[config.mk]
export PLATFORM = sky130hd
export DESIGN_NAME = prom_page_reader
export DESIGN_NICKNAME = d
export VERILOG_FILES = /design/src/rtl/prom_rd_pkg.sv /design/src/rtl/prom_rd_ctrl.sv /design/src/rtl/prom_rd_dpath.sv /design/src/rtl/prom_page_reader.sv
export SDC_FILE = /design/constraint.sdc
export NUM_CORES = 1
export LEC_CHECK = 0
export BUFFER_PORTS_ARGS = -buffer_cell sky130_fd_sc_hd__buf_2
export CAP_MARGIN = 0
export CORE_ASPECT_RATIO = 1.4
export CORE_UTILIZATION = 49
export DETAILED_ROUTE_END_ITERATION = 16
export PLACE_DENSITY = 0.84
export SYNTH_ARGS = -nofsm -noshare
export SYNTH_HDL_FRONTEND = slang
export SYNTH_HIERARCHICAL = 1
export SYNTH_SLANG_ARGS = --single-unit
[constraint.sdc]
create_clock -name clk -period 2.3 [get_ports clk]
set_input_delay 0.23 -clock clk [delete_from_list [all_inputs] [get_ports clk]]
set_output_delay 0.23 -clock clk [all_outputs]
set_load 0.02 [all_outputs]
[src/rtl/prom_rd_pkg.sv]
package prom_rd_pkg;

  typedef enum logic [1:0] {
    ST_IDLE   = 2'd0,
    ST_ACCESS = 2'd1,
    ST_TURN   = 2'd2
  } rdState_e;

  // Strobes from the sequencer to the address / capture datapath.
  typedef struct packed {
    logic loadAddr;   // take the request start location
    logic stepAddr;   // advance to the next sequential location
    logic capture;    // sample the ROM bus this edge
    logic lastBeat;   // the capture is the final one of the request
    logic closePage;  // standby entry, forget the open page
  } rdStrobe_t;

endpackage

[src/rtl/prom_rd_ctrl.sv]
module prom_rd_ctrl
  import prom_rd_pkg::*;
#(
  parameter int LEN_W      = 5,
  parameter int CNT_W      = 6,
  parameter int IDLE_W     = 6,
  parameter int RAND_CYC   = 25,
  parameter int PAGE_CYC   = 8,
  parameter int FMISS_CYC  = 25,
  parameter int FHIT_CYC   = 8,
  parameter int TURN_CYC   = 5,
  parameter int IDLE_CYC   = 32
) (
  input  logic             clk,
  input  logic             rstN,
  input  logic             reqValid,
  output logic             reqReady,
  input  logic [LEN_W-1:0] reqLen,
  input  logic             hitLoad,
  input  logic             hitStep,
  output rdStrobe_t        strb,
  output logic             romCeN,
  output logic             romOeN
);

  localparam logic [CNT_W-1:0]  RAND_LD  = CNT_W'(RAND_CYC - 1);
  localparam logic [CNT_W-1:0]  PAGE_LD  = CNT_W'(PAGE_CYC - 1);
  localparam logic [CNT_W-1:0]  FMISS_LD = CNT_W'(FMISS_CYC - 1);
  localparam logic [CNT_W-1:0]  FHIT_LD  = CNT_W'(FHIT_CYC - 1);
  localparam logic [CNT_W-1:0]  TURN_LD  = CNT_W'(TURN_CYC - 1);
  localparam logic [IDLE_W-1:0] IDLE_END = IDLE_W'(IDLE_CYC - 1);

  rdState_e          state;
  logic [CNT_W-1:0]  cnt;
  logic [LEN_W-1:0]  beatsLeft;
  logic [IDLE_W-1:0] idleCnt;
  logic              ceN;
  logic              oeN;

  assign romCeN = ceN;
  assign romOeN = oeN;

  always_comb begin
    reqReady       = (state == ST_IDLE);
    strb           = '0;
    strb.loadAddr  = reqReady && reqValid;
    strb.capture   = (state == ST_ACCESS) && (cnt == '0);
    strb.stepAddr  = strb.capture && (beatsLeft != '0);
    strb.lastBeat  = strb.capture && (beatsLeft == '0);
    strb.closePage = reqReady && !reqValid && !ceN && (idleCnt == IDLE_END);
  end

  always_ff @(posedge clk or negedge rstN) begin
    if (!rstN) begin
      state     <= ST_IDLE;
      cnt       <= '0;
      beatsLeft <= '0;
      idleCnt   <= '0;
      ceN       <= 1'b1;
      oeN       <= 1'b1;
    end else begin
      unique case (state)
        ST_IDLE: begin
          if (strb.loadAddr) begin
            ceN       <= 1'b0;
            oeN       <= 1'b0;
            cnt       <= hitLoad ? FHIT_LD : FMISS_LD;
            beatsLeft <= reqLen;
            idleCnt   <= '0;
            state     <= ST_ACCESS;
          end else if (strb.closePage) begin
            ceN     <= 1'b1;
            idleCnt <= '0;
          end else if (!ceN) begin
            idleCnt <= idleCnt + 1'b1;
          end
        end
        ST_ACCESS: begin
          if (!strb.capture) begin
            cnt <= cnt - 1'b1;
          end else if (strb.stepAddr) begin
            beatsLeft <= beatsLeft - 1'b1;
            cnt       <= hitStep ? PAGE_LD : RAND_LD;
          end else begin
            oeN   <= 1'b1;
            cnt   <= TURN_LD;
            state <= ST_TURN;
          end
        end
        ST_TURN: begin
          if (cnt != '0) cnt <= cnt - 1'b1;
          else           state <= ST_IDLE;
        end
        default: state <= ST_IDLE;
      endcase
    end
  end

endmodule

[src/rtl/prom_rd_dpath.sv]
module prom_rd_dpath
  import prom_rd_pkg::*;
#(
  parameter int ADDR_W = 19,
  parameter int PAGE_W = 3
) (
  input  logic              clk,
  input  logic              rstN,
  input  rdStrobe_t         strb,
  input  logic [ADDR_W:0]   reqAddr,
  input  logic              reqByte,
  input  logic [15:0]       romData,
  output logic              hitLoad,
  output logic              hitStep,
  output logic [ADDR_W-1:0] romAddr,
  output logic              romAm1,
  output logic              romAm1En,
  output logic              romByteN,
  output logic              rdValid,
  output logic [15:0]       rdData,
  output logic              rdLast
);

  // Location is kept at byte granularity in both widths.
  localparam int CUR_W = ADDR_W + 1;
  localparam int TAG_W = ADDR_W - PAGE_W;

  logic [CUR_W-1:0] cursor;
  logic [CUR_W-1:0] reqCursor;
  logic [CUR_W-1:0] nextCursor;
  logic [TAG_W-1:0] openTag;
  logic             pageValid;
  logic             byteMode;
  logic [15:0]      laneData;

  function automatic logic [TAG_W-1:0] tagOf(input logic [CUR_W-1:0] loc);
    return loc[CUR_W-1 -: TAG_W];
  endfunction

  always_comb begin
    reqCursor  = reqByte ? reqAddr : {reqAddr[ADDR_W-1:0], 1'b0};
    nextCursor = cursor + (byteMode ? CUR_W'(1) : CUR_W'(2));
    hitLoad    = pageValid && (byteMode == reqByte) && (tagOf(reqCursor) == openTag);
    hitStep    = pageValid && (tagOf(nextCursor) == openTag);
    laneData   = byteMode ? {8'h00, romData[7:0]} : romData;
  end

  assign romAddr  = cursor[CUR_W-1:1];
  assign romAm1   = cursor[0];
  assign romAm1En = byteMode;
  assign romByteN = !byteMode;

  always_ff @(posedge clk or negedge rstN) begin
    if (!rstN) begin
      cursor    <= '0;
      openTag   <= '0;
      pageValid <= 1'b0;
      byteMode  <= 1'b0;
    end else if (strb.loadAddr) begin
      cursor    <= reqCursor;
      openTag   <= tagOf(reqCursor);
      pageValid <= 1'b1;
      byteMode  <= reqByte;
    end else if (strb.stepAddr) begin
      cursor  <= nextCursor;
      openTag <= tagOf(nextCursor);
    end else if (strb.closePage) begin
      pageValid <= 1'b0;
    end
  end

  always_ff @(posedge clk or negedge rstN) begin
    if (!rstN) begin
      rdValid <= 1'b0;
      rdLast  <= 1'b0;
      rdData  <= '0;
    end else begin
      rdValid <= strb.capture;
      rdLast  <= strb.lastBeat;
      if (strb.capture) rdData <= laneData;
    end
  end

endmodule

[src/rtl/prom_page_reader.sv]
module prom_page_reader
  import prom_rd_pkg::*;
#(
  parameter int ADDR_W   = 19,
  parameter int LEN_W    = 5,
  parameter int CLK_PS   = 4000,
  parameter int RAND_PS  = 100000,
  parameter int PAGE_PS  = 30000,
  parameter int OE_PS    = 30000,
  parameter int HZ_PS    = 20000,
  parameter int IDLE_CYC = 32
) (
  input  logic              clk,
  input  logic              rstN,
  input  logic              reqValid,
  output logic              reqReady,
  input  logic [ADDR_W:0]   reqAddr,
  input  logic [LEN_W-1:0]  reqLen,
  input  logic              reqByte,
  output logic [ADDR_W-1:0] romAddr,
  output logic              romAm1,
  output logic              romAm1En,
  output logic              romCeN,
  output logic              romOeN,
  output logic              romByteN,
  input  logic [15:0]       romData,
  output logic              rdValid,
  output logic [15:0]       rdData,
  output logic              rdLast
);

  localparam int PAGE_W    = 3;
  localparam int RAND_RAW  = (RAND_PS + CLK_PS - 1) / CLK_PS;
  localparam int PAGE_RAW  = (PAGE_PS + CLK_PS - 1) / CLK_PS;
  localparam int OE_RAW    = (OE_PS + CLK_PS - 1) / CLK_PS;
  localparam int TURN_RAW  = (HZ_PS + CLK_PS - 1) / CLK_PS;
  localparam int RAND_CYC  = (RAND_RAW < 1) ? 1 : RAND_RAW;
  localparam int PAGE_CYC  = (PAGE_RAW < 1) ? 1 : PAGE_RAW;
  localparam int OE_CYC    = (OE_RAW < 1) ? 1 : OE_RAW;
  localparam int TURN_CYC  = (TURN_RAW < 1) ? 1 : TURN_RAW;
  localparam int FMISS_CYC = (RAND_CYC > OE_CYC) ? RAND_CYC : OE_CYC;
  localparam int FHIT_CYC  = (PAGE_CYC > OE_CYC) ? PAGE_CYC : OE_CYC;
  localparam int CNT_MAX   = (FMISS_CYC > TURN_CYC) ? FMISS_CYC : TURN_CYC;
  localparam int CNT_W     = $clog2(CNT_MAX + 1);
  localparam int IDLE_W    = $clog2(IDLE_CYC + 1);

  rdStrobe_t strb;
  logic      hitLoad;
  logic      hitStep;

  prom_rd_ctrl #(
    .LEN_W    (LEN_W),
    .CNT_W    (CNT_W),
    .IDLE_W   (IDLE_W),
    .RAND_CYC (RAND_CYC),
    .PAGE_CYC (PAGE_CYC),
    .FMISS_CYC(FMISS_CYC),
    .FHIT_CYC (FHIT_CYC),
    .TURN_CYC (TURN_CYC),
    .IDLE_CYC (IDLE_CYC)
  ) u_ctrl (
    .clk     (clk),
    .rstN    (rstN),
    .reqValid(reqValid),
    .reqReady(reqReady),
    .reqLen  (reqLen),
    .hitLoad (hitLoad),
    .hitStep (hitStep),
    .strb    (strb),
    .romCeN  (romCeN),
    .romOeN  (romOeN)
  );

  prom_rd_dpath #(
    .ADDR_W(ADDR_W),
    .PAGE_W(PAGE_W)
  ) u_dpath (
    .clk     (clk),
    .rstN    (rstN),
    .strb    (strb),
    .reqAddr (reqAddr),
    .reqByte (reqByte),
    .romData (romData),
    .hitLoad (hitLoad),
    .hitStep (hitStep),
    .romAddr (romAddr),
    .romAm1  (romAm1),
    .romAm1En(romAm1En),
    .romByteN(romByteN),
    .rdValid (rdValid),
    .rdData  (rdData),
    .rdLast  (rdLast)
  );

endmodule

Word level (Yosys, flattened, before mapping). Index checks and enable logic that the tools add are counted.

Register bits after elaboration: 76. Bits in latches: 0. Bits in writable memories: 0. ROM bits: 0. Input port bits: 45. Output and inout bits: 43. Memories: 0.

Add/subtract/negate cells: 4. $mul: 0. Div/mod/pow operators: 0. $lt $le $gt $ge: 0. Eq/ne operators: 14. Shift operators: 0. Multiplexer cells: 35. Bitwise logic cells: 0. Reductions and logical operators: 29.

Operators by type and width (count): $mux W20 (3); $mux W16 (3); $mux W5 (9); $eq A16 B16 Y1 (2); $add A20 B20 Y20 (1); $mux W6 (3); $pmux W5 S3 (1); $reduce_and A4 Y1 (3); $logic_and A1 B1 Y1 (10); $logic_not A5 Y1 (2); $mux W2 (5); $pmux W5 S2 (1); $reduce_bool A5 Y1 (2); $sub A5 B1 Y5 const B (2); $mux W1 (8); $ne A2 B1 Y1 const B (4); $add A6 B1 Y6 const B (1); $eq A6 B5 Y1 const B (1); $ne A2 B2 Y1 const B (3); $pmux W2 S3 (1); $reduce_and A2 Y1 (3); $reduce_bool A2 Y1 (3); $logic_not A1 Y1 (3); $ne A3 B3 Y1 const B (1); 7 further kinds (7).

Depth between registers and ports, before layout.
Word-level depth: 8. Gate-level depth with buffers: 10. Depth with buffers taken out: 9.

By module. The synthesis kept the hierarchy.

Modules (own cells, without submodules): prom_rd_dpath (instances 1, cells an instance 220, area an instance 2352.3 um^2); prom_rd_ctrl (instances 1, cells an instance 149, area an instance 1380.1 um^2).

Least setup slack after synthesis. No wires, ideal clock.

Path type: reg-to-reg. Start: register u_dpath.byteMode (netlist: u_dpath/romAm1En). End: register u_ctrl.cnt[2]. Library setup time: 0.131 ns. Arrival time: 2.316 ns. Required time: 2.169 ns. Setup slack: -0.147 ns. Stages on the path, launching flop included: 11. Period minus slack after synthesis: 2.447 ns. Cell sequence: dfrtp_1 > buf_6 > clkinv_1 > ha_1 > a21oi_1 > nor2_1 > nor2_1 > nor2_1 > a31oi_1 > a31oi_1 > o21ai_0.

Cells in the longest elaborated chain, start to end: 8. Elaborated cells on any way between the ends: 13.

Ends and longest elaborated chain: from (decl) (line prom_rd_dpath.sv:33) `logic byteMode;`; from (signal assigned) (line prom_rd_dpath.sv:63) `byteMode <= reqByte;`; $mux W2 (line prom_rd_dpath.sv:42) `nextCursor = cursor + (byteMode ? CUR_W'(1) : CUR_W'(2));`; $add A20 B20 Y20 (line prom_rd_dpath.sv:42); $eq A16 B16 Y1 (line prom_rd_dpath.sv:44) `hitStep = pageValid && (tagOf(nextCursor) == openTag);`; $logic_and A1 B1 Y1 (line prom_rd_dpath.sv:44); net hitStep (line prom_page_reader.sv:49) `logic hitStep;`; $mux W5 (line prom_rd_ctrl.sv:83) `cnt <= hitStep ? PAGE_LD : RAND_LD;`; $mux W5 (line prom_rd_ctrl.sv:81) `end else if (strb.stepAddr) begin`; $mux W5 (line prom_rd_ctrl.sv:79) `if (!strb.capture) begin`; $pmux W5 S3 (line prom_rd_ctrl.sv:62) `unique case (state)`; to (signal assigned) (line prom_rd_ctrl.sv:67) `cnt <= hitLoad ? FHIT_LD : FMISS_LD;`; to (signal assigned) (line prom_rd_ctrl.sv:80) `cnt <= cnt - 1'b1;`; to (signal assigned) (line prom_rd_ctrl.sv:83); to (decl) (line prom_rd_ctrl.sv:34) `logic [CNT_W-1:0] cnt;`.

The timed path passes the listed nets, and every way through them passes these cells. The select of a mux whose other input is x is not followed. A chain may end at the register's enable or synchronous reset.

==> results.cfg <==
[run_status]
outcome = completed

[timing]
finalCriticalPeriod_ns = 2.207
max_slew_margin_pct = 55.75
period_share_pct = 95.94
hold_viol_final = 0
slew_viol_final = 0
max_slew.worst_pin.slew_ns = 0.6637
fmax_ghz = 0.4532
finalSetupViolations = 0
finClkSkew_ns = 0.01297

[clocking]
ctsRootBufferMaster = clkbuf_8
clock_latency_ns = 0.34
cts_buffer_depth = 2
cts_tree = built
clk_pin_slew_ns = 0.07
clock-sinks = 60
numCtsBuffers = 9
htree_levels = 3

[global_routing]
grt_pass1_wl_mm = 14.87
grt_use_total_pct = 24.19
grt_pass1_vias = 3195
grt_start_max_net_pins = 34
antenna_found_initial = 0
grt_overflow = 0

[die]
die_area_mm2 = 0.007975
die_x_um = 75.76
boundaryPins = 88
rows = 37
core_region_area_mm2 = 0.007361
dieHeight_um = 105.3
start_util_pct = 50.71

[synthesis]
synth_top_family_by_area = simple AND/OR/NAND/NOR gates
synth_seq_cells = 60
yosys_warnings = 6
yosys.area_share.simple_pct = 16.59
yosys_most_used_dff = dfrtp_1
syn-mean-instance-area_um2 = 10.11
synth_edf_count = 0
syn_area_mm2 = 0.003732
synth_compound_gate_area_share_pct = 13.74
syn_inst = 369
synth-xor-area-share_pct = 8.213
synthArstFlopShare_pct = 100.0
seq_area_frac_synth_pct = 40.30
synthMuxAreaShare_pct = 12.67
synth_fa_ha_area_share_pct = 3.889
synth_nets = 425
ys_types = 58

[routing]
drtAntennaViolNets = 0
drc_errors = 0
routed_wl_mm = 9.148
drt_first_pass_iters = 4
vias_per_cell = 5.737
vias = 3299
drt_iter0_drc = 190
wl_per_cell_um = 15.91

[layout]
drive_above_1_share_pct = 34.52
nets = 529
fin_area_mm2 = 0.004622
diodes = 0
fill_cells = 594
mostFrequentLayoutCells = 87 x buf_2, 57 x dfrtp_1, 36 x mux2i_1
final_common_cell = buf_2
post-route-util_pct = 62.79
syn_to_final_growth_pct = 23.83

[critical_path]
critPathArrivalTime_ns = 2.42
worstSetupEndpoint = u_dpath/cursor[17]$_DFFE_PN0P_
path_class = register to register
cp_common_cell = and3_4
timing.rr.start = u_ctrl/beatsLeft[1]$_DFFE_PN0P_
worst_path_max_delay_cell = or4b_4
cp-startpoint = u_ctrl/beatsLeft[1]$_DFFE_PN0P_
end_kind = register
reg2reg_depth = 9
worst-endpoint-required_ns = 2.52
crit_chain = inv_1 -> ha_1 -> or4b_4 -> and3_4 -> and4_4 -> and3_4 -> nand3_1 -> xor2_1 -> mux2i_1
reg2reg_to = u_dpath/cursor[17]$_DFFE_PN0P_
ff2ff_setup_slack_ns = 0.09
critPathMaxFanout = 5
start_kind = register
critPathMaxStageDelay_ns = 0.47

[placement]
io_buffers = 87
globalplace.congestion = 0.8347
place_area_mm2 = 0.004385
dp_hpwl_mm = 6.634

[power_and_ir_drop]
ir_drop_v = 0.0008705
fin_total_pwr_mw = 6.397
power_density_mw_per_mm2 = 1384
p_leak_nw = 2.134

[run]
maxCapViolations = 0

[min_path]
hold_depth = 2
holdCritPathClass = primary input to register
min-delay-start = romData[1]
==> cell usage after synthesis (2+ instances only) <==
cell type | count | area [um2]
nor3b_1 | 2 | 15.01
nand2b_1 | 3 | 18.77
nand2_1 | 15 | 56.30
o22ai_1 | 4 | 25.02
nor4_2 | 2 | 25.02
o221ai_1 | 2 | 17.52
dfrtp_1 | 58 | 1451
xnor2_1 | 15 | 131.4
nor2b_1 | 11 | 68.82
a21o_1 | 2 | 15.01
mux2_2 | 10 | 112.6
buf_6 | 4 | 45.04
o211ai_1 | 2 | 15.01
buf_2 | 2 | 10.01
and3_1 | 4 | 25.02
o21ai_1 | 2 | 10.01
nand4_1 | 13 | 81.33
a31o_2 | 8 | 70.07
ha_1 | 10 | 125.1
a31oi_1 | 4 | 25.02
inv_1 | 20 | 75.07
a211o_1 | 2 | 17.52
nand3_1 | 11 | 55.05
o21ai_0 | 11 | 55.05
nor3_1 | 9 | 45.04
a21oi_1 | 20 | 100.1
clkbuf_1 | 9 | 33.78
mux2i_1 | 36 | 360.4
dfstp_2 | 2 | 52.55
a22o_1 | 3 | 26.28
a221oi_2 | 2 | 30.03
and4_1 | 3 | 26.28
nor2_1 | 23 | 86.33
xor2_1 | 20 | 175.2
a211oi_1 | 2 | 15.01
==> repair_timing <==
item | 4_1_cts | 5_1_grt
cloned | 0 | 0
gates resized for setup | 1 | 7
endpoints found under the hold margin | 25 | 0
pin swaps | 0 | 1
endpoints found under the setup margin | 3 | 9
hold buffers | 1 | 0
setup buffers | 0 | 1
==> through the flow <==
step	setup TNS, ns	hold WS, ns	cells	worst slack (ns)
detailed placement	-0.01514	0.2921	557	-0.01458
finish	0	0.1186	575	0.09331
global route	-0.002016	0.1079	575	-0.002016
CTS	0	0.1099	574	0.007910
global placement	0	0.2895	557	0.1157
floorplan	-0.009011	-0.06559	369	-0.005356
==> critical path: cells and delay by family, from the launching register on <==
family | cells | cell delay, ns
DFF | 1 | 0.40
adders and majority gates | 1 | 0.16
and+or+nand+nor | 5 | 1.16
muxes | 1 | 0.09
xor gates and xnor gates | 1 | 0.17
buffers and inverters | 1 | 0.10
==> power by group <==
part	leakage, nW	total (mW)	switching (mW)	internal (mW)
sequential	0.723	2.05	0.533	1.52
clock	0.0918	0.959	0.456	0.503
combinational	1.32	3.39	1.92	1.47
total	2.13	6.40	2.91	3.49
==> cell type report <==
cell class              instances  area, um2  area share, %
multi-input cells             272       2076          44.91
inverters                      21      80.08          1.733
well taps                      97      121.4          2.626
repair buffers                109      640.6          13.86
clock buffers                   9      123.9          2.680
flip-flops and latches         60       1505          32.57
clock inverters                 7      75.07          1.624
==> per-layer routing <==
layer  vias up  global-route usage (%)  part of all wire [%]
li1       1545                       -                     -
met1      1617                   29.35                    39
met2       117                   41.53                    54
met3        20                   4.111                   4.5
met4         0                   9.127                   2.5
met5         -                       0                     0
==> registers in the layout, summed over array words and instances, names as in the netlist <==
name               cells
u_ctrl/romCeN          1
u_ctrl/state           2
u_ctrl/idleCnt         6
u_dpath/cursor        20
u_dpath/rdData        16
u_dpath/romAm1En       1
u_dpath/rdLast         1
u_dpath/rdValid        1
u_dpath/pageValid      1
u_ctrl/romOeN          1
u_ctrl/beatsLeft       5
u_ctrl/cnt             5
==> kinds of logic after synthesis <==
logic type,after synthesis
and+or+nand+nor,108
AOI/OAI and AO/OA,72
DFF,60
muxes,46
buffers and inverters,37
xor gates and xnor gates,35
adders and majority gates,11
==> worst min path at each step <==
| stage | endpoint |
|---|---|
| 2_1_floorplan | u_ctrl/beatsLeft[0]$_DFFE_PN0P_ |
| 3_3_place_gp | u_dpath/rdData[2]$_DFFE_PN0P_ |
| 3_5_place_dp | u_dpath/rdData[2]$_DFFE_PN0P_ |
| 4_1_cts | u_dpath/rdData[1]$_DFFE_PN0P_ |
| 5_1_grt | u_dpath/rdData[1]$_DFFE_PN0P_ |
| 6_report | u_dpath/rdData[1]$_DFFE_PN0P_ |
No activity file was read; power rests on OpenSTA's default activity.
